==> src/rtl/i2c_mem_pkg.sv <==
package i2c_mem_pkg;
  typedef enum logic [2:0] {ST_IDLE, ST_RX, ST_ACK, ST_TX, ST_MACK} st_e;
  typedef enum logic [1:0] {RL_DEV, RL_AHI, RL_ALO, RL_DATA} role_e;
endpackage

==> src/rtl/i2c_bus_sampler.sv <==
module i2c_bus_sampler (
  input  logic clk_i,
  input  logic rst_ni,
  input  logic scl_i,
  input  logic sda_i,
  output logic scl_o,
  output logic sda_o,
  output logic scl_rise_o,
  output logic scl_fall_o,
  output logic start_o,
  output logic stop_o
);
  logic [1:0] scl_sync_q, sda_sync_q;
  logic       scl_d_q, sda_d_q;

  always_ff @(posedge clk_i or negedge rst_ni) begin
    if (!rst_ni) begin
      scl_sync_q <= 2'b11;
      sda_sync_q <= 2'b11;
      scl_d_q    <= 1'b1;
      sda_d_q    <= 1'b1;
    end else begin
      scl_sync_q <= {scl_sync_q[0], scl_i};
      sda_sync_q <= {sda_sync_q[0], sda_i};
      scl_d_q    <= scl_sync_q[1];
      sda_d_q    <= sda_sync_q[1];
    end
  end

  assign scl_o      = scl_sync_q[1];
  assign sda_o      = sda_sync_q[1];
  assign scl_rise_o = scl_o & ~scl_d_q;
  assign scl_fall_o = ~scl_o & scl_d_q;
  // line events only count with SCL steady high
  assign start_o    = scl_o & scl_d_q & sda_d_q & ~sda_o;
  assign stop_o     = scl_o & scl_d_q & ~sda_d_q & sda_o;
endmodule

==> src/rtl/i2c_wr_timer.sv <==
module i2c_wr_timer #(
  parameter int unsigned BUSY_CYCLES = 2400000
) (
  input  logic clk_i,
  input  logic rst_ni,
  input  logic go_i,
  output logic busy_o,
  output logic done_o
);
  localparam int unsigned CNT_W = $clog2(BUSY_CYCLES + 1);
  logic [CNT_W-1:0] cnt_q;

  always_ff @(posedge clk_i or negedge rst_ni) begin
    if (!rst_ni) begin
      cnt_q  <= '0;
      busy_o <= 1'b0;
    end else if (go_i) begin
      cnt_q  <= CNT_W'(BUSY_CYCLES - 1);
      busy_o <= 1'b1;
    end else if (busy_o) begin
      if (cnt_q == '0) busy_o <= 1'b0;
      else             cnt_q  <= cnt_q - 1'b1;
    end
  end

  assign done_o = busy_o && (cnt_q == '0);
endmodule

==> src/rtl/i2c_mem_array.sv <==
module i2c_mem_array #(
  parameter int unsigned DEPTH = 256,
  localparam int unsigned IDX_W = $clog2(DEPTH)
) (
  input  logic             clk_i,
  input  logic             rst_ni,
  input  logic             we_i,
  input  logic [IDX_W-1:0] waddr_i,
  input  logic [7:0]       wdata_i,
  input  logic [IDX_W-1:0] raddr_i,
  output logic [7:0]       rdata_o
);
  logic [7:0] mem_q [DEPTH];

  always_ff @(posedge clk_i or negedge rst_ni) begin
    if (!rst_ni) begin
      for (int i = 0; i < int'(DEPTH); i++) mem_q[i] <= '0;
      rdata_o <= '0;
    end else begin
      if (we_i) mem_q[waddr_i] <= wdata_i;
      rdata_o <= mem_q[raddr_i];
    end
  end
endmodule

==> src/rtl/i2c_mem_target.sv <==
module i2c_mem_target
  import i2c_mem_pkg::*;
#(
  parameter logic [6:0]  DEV_ADDR    = 7'h57,
  parameter int unsigned MEM_DEPTH   = 256,
  parameter int unsigned BUSY_CYCLES = 2400000
) (
  input  logic clk_i,
  input  logic rst_ni,
  input  logic scl_i,
  input  logic sda_i,
  output logic sda_oe_o
);
  localparam int unsigned ADDR_W = 16;
  localparam int unsigned IDX_W  = $clog2(MEM_DEPTH);

  logic scl_s, sda_s, scl_rise, scl_fall, start_det, stop_det;
  logic busy, commit, wr_go;
  st_e   st_q;
  role_e role_q, role_nx;
  logic [3:0]        cnt_q;
  logic [7:0]        sh_q, ahi_q, tx_q, wdat_q, rd_data;
  logic [ADDR_W-1:0] ptr_q, waddr_q;
  logic              rw_q, armed_q, mack_q, oe_q;

  i2c_bus_sampler u_smp (
    .clk_i, .rst_ni, .scl_i, .sda_i,
    .scl_o(scl_s), .sda_o(sda_s), .scl_rise_o(scl_rise), .scl_fall_o(scl_fall),
    .start_o(start_det), .stop_o(stop_det)
  );

  assign wr_go = stop_det && armed_q;

  i2c_wr_timer #(.BUSY_CYCLES(BUSY_CYCLES)) u_tmr (
    .clk_i, .rst_ni, .go_i(wr_go), .busy_o(busy), .done_o(commit)
  );

  i2c_mem_array #(.DEPTH(MEM_DEPTH)) u_mem (
    .clk_i, .rst_ni, .we_i(commit), .waddr_i(waddr_q[IDX_W-1:0]), .wdata_i(wdat_q),
    .raddr_i(ptr_q[IDX_W-1:0]), .rdata_o(rd_data)
  );

  always_comb begin
    unique case (role_q)
      RL_DEV:  role_nx = RL_AHI;
      RL_AHI:  role_nx = RL_ALO;
      default: role_nx = RL_DATA;
    endcase
  end

  always_ff @(posedge clk_i or negedge rst_ni) begin
    if (!rst_ni) begin
      st_q <= ST_IDLE; role_q <= RL_DEV; cnt_q <= '0;
      sh_q <= '0; ahi_q <= '0; tx_q <= '0; wdat_q <= '0;
      ptr_q <= '0; waddr_q <= '0;
      rw_q <= 1'b0; armed_q <= 1'b0; mack_q <= 1'b0; oe_q <= 1'b0;
    end else if (start_det) begin
      st_q <= ST_RX; role_q <= RL_DEV; cnt_q <= '0; oe_q <= 1'b0; armed_q <= 1'b0;
    end else if (stop_det) begin
      st_q <= ST_IDLE; oe_q <= 1'b0; armed_q <= 1'b0;
      if (armed_q) ptr_q <= waddr_q + 1'b1;
    end else begin
      unique case (st_q)
        ST_RX: begin
          if (scl_rise && cnt_q != 4'd8) begin
            sh_q  <= {sh_q[6:0], sda_s};
            cnt_q <= cnt_q + 1'b1;
          end else if (scl_fall && cnt_q == 4'd8) begin
            unique case (role_q)
              RL_DEV: begin
                if (sh_q[7:1] == DEV_ADDR && !busy) begin
                  rw_q <= sh_q[0]; oe_q <= 1'b1; st_q <= ST_ACK;
                end else begin
                  st_q <= ST_IDLE;
                end
              end
              RL_AHI: begin ahi_q <= sh_q; oe_q <= 1'b1; st_q <= ST_ACK; end
              RL_ALO: begin ptr_q <= {ahi_q, sh_q}; oe_q <= 1'b1; st_q <= ST_ACK; end
              RL_DATA: begin
                wdat_q <= sh_q; waddr_q <= ptr_q; armed_q <= 1'b1;
                oe_q <= 1'b1; st_q <= ST_ACK;
              end
            endcase
          end
        end
        ST_ACK: begin
          if (scl_fall) begin
            cnt_q <= '0;
            if (role_q == RL_DEV && rw_q) begin
              tx_q <= rd_data; oe_q <= ~rd_data[7]; ptr_q <= ptr_q + 1'b1; st_q <= ST_TX;
            end else begin
              oe_q <= 1'b0; role_q <= role_nx; st_q <= ST_RX;
            end
          end
        end
        ST_TX: begin
          if (scl_rise) begin
            cnt_q <= cnt_q + 1'b1;
          end else if (scl_fall) begin
            if (cnt_q == 4'd8) begin
              oe_q <= 1'b0; st_q <= ST_MACK;
            end else begin
              tx_q <= {tx_q[6:0], 1'b0}; oe_q <= ~tx_q[6];
            end
          end
        end
        ST_MACK: begin
          if (scl_rise) begin
            mack_q <= ~sda_s; cnt_q <= 4'd9;
          end else if (scl_fall && cnt_q == 4'd9) begin
            cnt_q <= '0;
            if (mack_q) begin
              tx_q <= rd_data; oe_q <= ~rd_data[7]; ptr_q <= ptr_q + 1'b1; st_q <= ST_TX;
            end else begin
              st_q <= ST_IDLE;
            end
          end
        end
        default: ;
      endcase
    end
  end

  assign sda_oe_o = oe_q;
endmodule

==> config.mk <==
export PLATFORM = sky130hd
export DESIGN_NAME = i2c_mem_target
export DESIGN_NICKNAME = d
export VERILOG_FILES = /design/src/rtl/i2c_mem_pkg.sv /design/src/rtl/i2c_bus_sampler.sv /design/src/rtl/i2c_wr_timer.sv /design/src/rtl/i2c_mem_array.sv /design/src/rtl/i2c_mem_target.sv
export SDC_FILE = /design/constraint.sdc
export NUM_CORES = 2
export LEC_CHECK = 0
export BUFFER_PORTS_ARGS = -buffer_cell sky130_fd_sc_hd__buf_2
export CAP_MARGIN = 20
export CELL_PAD_IN_SITES_DETAIL_PLACEMENT = 0
export CELL_PAD_IN_SITES_GLOBAL_PLACEMENT = 1
export CORE_MARGIN = 2
export CORE_UTILIZATION = 40
export DETAILED_ROUTE_END_ITERATION = 12
export GPL_ROUTABILITY_DRIVEN = 0
export PLACE_DENSITY_LB_ADDON = 0.1
export SLEW_MARGIN = 0
export SYNTH_ARGS = -nofsm -noshare
export SYNTH_HDL_FRONTEND = slang
export SYNTH_SLANG_ARGS = --single-unit
export TNS_END_PERCENT = 50
==> constraint.sdc <==
create_clock -name clk_i -period 4.92 [get_ports clk_i]
set_input_delay 0.246 -clock clk_i [delete_from_list [all_inputs] [get_ports clk_i]]
set_output_delay 0.246 -clock clk_i [all_outputs]
set_load 0.05 [all_outputs]
==> results.yml <==
cells_and_area:
  final_cells: 10000
  nNetsFinal: 6673
  layout_commonest_cell: "dfrtp_1"
  synthToLayoutAreaGrowth_pct: 13.8
  drive_gt1_frac: 0.478
  final_cell_mix: "dfrtp_1, mux2_2, mux4_2, buf_4, clkbuf_16"
  stdcell_area_sq_mm: 0.112
  post-route-util: 0.459
power:
  power_frac_seq: 0.486
  p_int_uw: 28300
  p_clk_frac: 0.500
  comb_power_share: 0.014
  ir_drop_v: 0.000351
  p_sw_uw: 8050
  total_leakage_power_uw: 0.0520
  netSwitchingFraction: 0.222
  p_per_area_mw_per_mm2: 325
yosys:
  syn_nets: 6587
  yosys_register_bits: 2137
  avgSynthCellArea_sq_um: 14.9
  synth_edf_count: 0
  synth.yosys.seq_area_share: 0.544
  synth_warnings: 0
  synth_cell_type_count: 81
  ys_async_sr_fraction: 1.00
  synth_top_flop_cell: "dfrtp_1"
  synth_area_sq_mm: 0.0983
  postSynthCellCount: 6573
sta:
  setup_slack_ns: 0.395
  rsz0062_at_grt: "false"
  hold_viol: 0
  setup_violations: 0
  tightestPinTransition_ns: 1.29
  finalSetupTns_ns: 0
  slew_viol_final: 0
  clock_skew_ns: 0.0725
  post-route-period-util: 0.920
  maxSlewHeadroom: 0.137
  fin_crit_ns: 4.52
  fmax_mhz: 221
placed_design:
  dp.cells: 9614
  dp_hpwl_um: 219000
  portBuffers: 4
  dp_slack_ns: 0.588
  placed_area_sq_mm: 0.104
clocking:
  clock_sinks: 2137
  tritoncts: "built"
  cts_buffer_depth: 3
  ctsHoldBuffers: 6
  htreeDepth: 4
  cts.repair.resized: 0
  postCtsSetupBuffers: 0
  cts_root_buf: "clkbuf_16"
  insertion_delay_ns: 0.91
  cts_buffers: 237
  path_clk_slew_ns: 0.06
detailed_routing:
  drc_errors: 0
  dr.pass1.iters: 5
  wl_met2_um: 154000
  wl_per_cell_um: 33.3
  first_iter_violations: 4861
  drt-total-wl_um: 334000
  vias: 59700
  ant_nets: 0
  highest_layer: "met5"
  vias_per_cell: 5.94
  met3_length_um: 18100
  wl_met1_um: 150000
floorplan:
  core.rowCount: 181
  die_w_um: 500
  io_pins: 5
  chipHeight_um: 500
  core_area_sq_mm: 0.244
  dieArea_sq_mm: 0.250
  start_util: 0.403
grt:
  grt_start_max_net_pins: 180
  grt_pass1_vias: 61900
  grt_pass1_wl_um: 481000
  grt_use_total: 0.268
  antenna_found_initial: 21
  grt_overflow: 0
worst_setup_path:
  cp.arrival_ns: 5.28
  path_cells: "buf_12 -> buf_12 -> mux4_2 -> mux2i_1 -> o22ai_1 -> a211oi_1 -> a211o_1 -> nand2_1"
  crit_family: "multiplexers"
  crit_type: "reg -> reg"
  cp_common_cell: "buf_12"
  slowest_delay_ns: 0.85
  critPathBufInv: 2
  critPathLaunchType: "register"
  cp.required_ns: 5.68
  critPathMaxFanout: 36
  end_kind: "register"
  worst_path_max_delay_cell: "mux2i_1"
worst_hold_path:
  holdCritPathClass: "in -> reg"
run_status:
  outcome: "complete, no violations"
job:
  maxCapViolCount: 0
-- worst paths after layout --
path | startpoint | end | slack, ns | cells after the start
max | ptr_q[0]$_DFFE_PN0P_ | u_mem.rdata_o[6]$_DFF_PN0_ | 0.40 | 8
min | scl_i | u_smp.scl_sync_q[0]$_DFF_PN1_ | 0.07 | 2
min reg2reg | u_smp.scl_sync_q[0]$_DFF_PN1_ | u_smp.scl_sync_q[1]$_DFF_PN1_ | 0.36 | 0
max reg2reg | ptr_q[0]$_DFFE_PN0P_ | u_mem.rdata_o[6]$_DFF_PN0_ | 0.40 | 8
min in group asynchronous | rst_ni | u_mem.mem_q[2025]$_DFFE_PN0P_ | 0.50 | 3
max in group asynchronous | rst_ni | u_mem.mem_q[1876]$_DFFE_PN0P_ | 2.91 | 5
-- stage by stage --
stage	hold WS [ns]	total power, uW
global route	0.0371	37600
finish	0.0696	36300
floorplan	-0.0496	18000
global placement	0.285	18500
CTS	0.00639	36700
detailed placement	0.277	18500
-- registers in the layout (all words and copies together), names as in the netlist --
register	flops
u_mem.mem_q	2048
u_tmr.cnt_q	22
ptr_q	8
sh_q	8
u_mem.rdata_o	8
waddr_q	8
wdat_q	8
tx_q	7
cnt_q	4
st_q	3
role_q	2
u_smp.scl_sync_q	2
u_smp.sda_sync_q	2
armed_q	1
mack_q	1
rw_q	1
sda_oe_o	1
u_smp.scl_d_q	1
u_smp.sda_d_q	1
u_tmr.busy_o	1
-- worst register-to-register path, delay by kind of cell (launching register included) --
kind / cells / cell delay [ns]
multiplexers: 2 / 1.44
AO/OA/AOI/OAI: 3 / 1.29
flip-flops: 1 / 0.82
buffers and inverters: 2 / 0.77
AND/OR/NAND/NOR: 1 / 0.06
-- kinds of logic after synthesis --
family / synth area share
compound gates: 0.0341
buf+inv: 0.0207
fa+ha+maj: 0.00127
simple gates: 0.0397
xor+xnor: 0.00276
mux: 0.357
flops: 0.544
-- layer usage --
layer / up-vias / global-route usage
li1: 24700 / -
met1: 33000 / 0.379
met2: 1534 / 0.418
met3: 473 / 0.0474
met4: 14 / 0.0895
met5: - / 0
-- cell usage after synthesis, types with 7 or more instances --
master | instances | area (sq um)
nor4_1 | 8 | 50.1
nor3_1 | 25 | 125
a311oi_1 | 7 | 61.3
mux2i_1 | 224 | 2240
a22oi_1 | 54 | 405
nor2_4 | 40 | 450
nand2_4 | 20 | 225
o211ai_1 | 10 | 75.1
nand2_1 | 169 | 634
mux4_2 | 420 | 9460
buf_2 | 56 | 280
inv_1 | 17 | 63.8
mux2_2 | 1888 | 21300
nand2b_1 | 15 | 93.8
nand4_1 | 12 | 75.1
o22ai_1 | 40 | 250
a221oi_1 | 46 | 403
nor2b_1 | 22 | 138
buf_1 | 61 | 229
nand2_2 | 24 | 150
nor2_2 | 128 | 801
dfrtp_1 | 2131 | 53300
xor2_1 | 11 | 96.3
a211oi_1 | 37 | 278
a22o_1 | 13 | 114
nand3_1 | 49 | 245
o221ai_1 | 34 | 298
clkbuf_1 | 356 | 1340
buf_6 | 7 | 78.8
a31oi_1 | 15 | 93.8
a21oi_1 | 83 | 415
o21ai_0 | 85 | 425
ha_1 | 10 | 125
and2_1 | 11 | 68.8
mux2_1 | 189 | 2130
xnor2_1 | 20 | 175
nor2_1 | 113 | 424
-- power by group through the flow --
stage	clock (uW)	combinational, uW	sequential [uW]
5_1_grt	19300	588	17600
2_1_floorplan	0	74.8	17900
4_1_cts	18600	529	17600
3_3_place_gp	0	508	18000
3_5_place_dp	0	522	18000
6_report	18200	501	17600
-- final cells by class --
type	instances	area [sq um]
clock buffer	356	7040
inverter	19	73.8
antenna	4	10.0
fill	21600	132000
clock inverter	65	948
multi-input combinational	3933	42900
sequential	2137	53500
timing repair buffer	331	3310
tap	3202	4010
No activity file was read; power rests on OpenSTA's default activity.
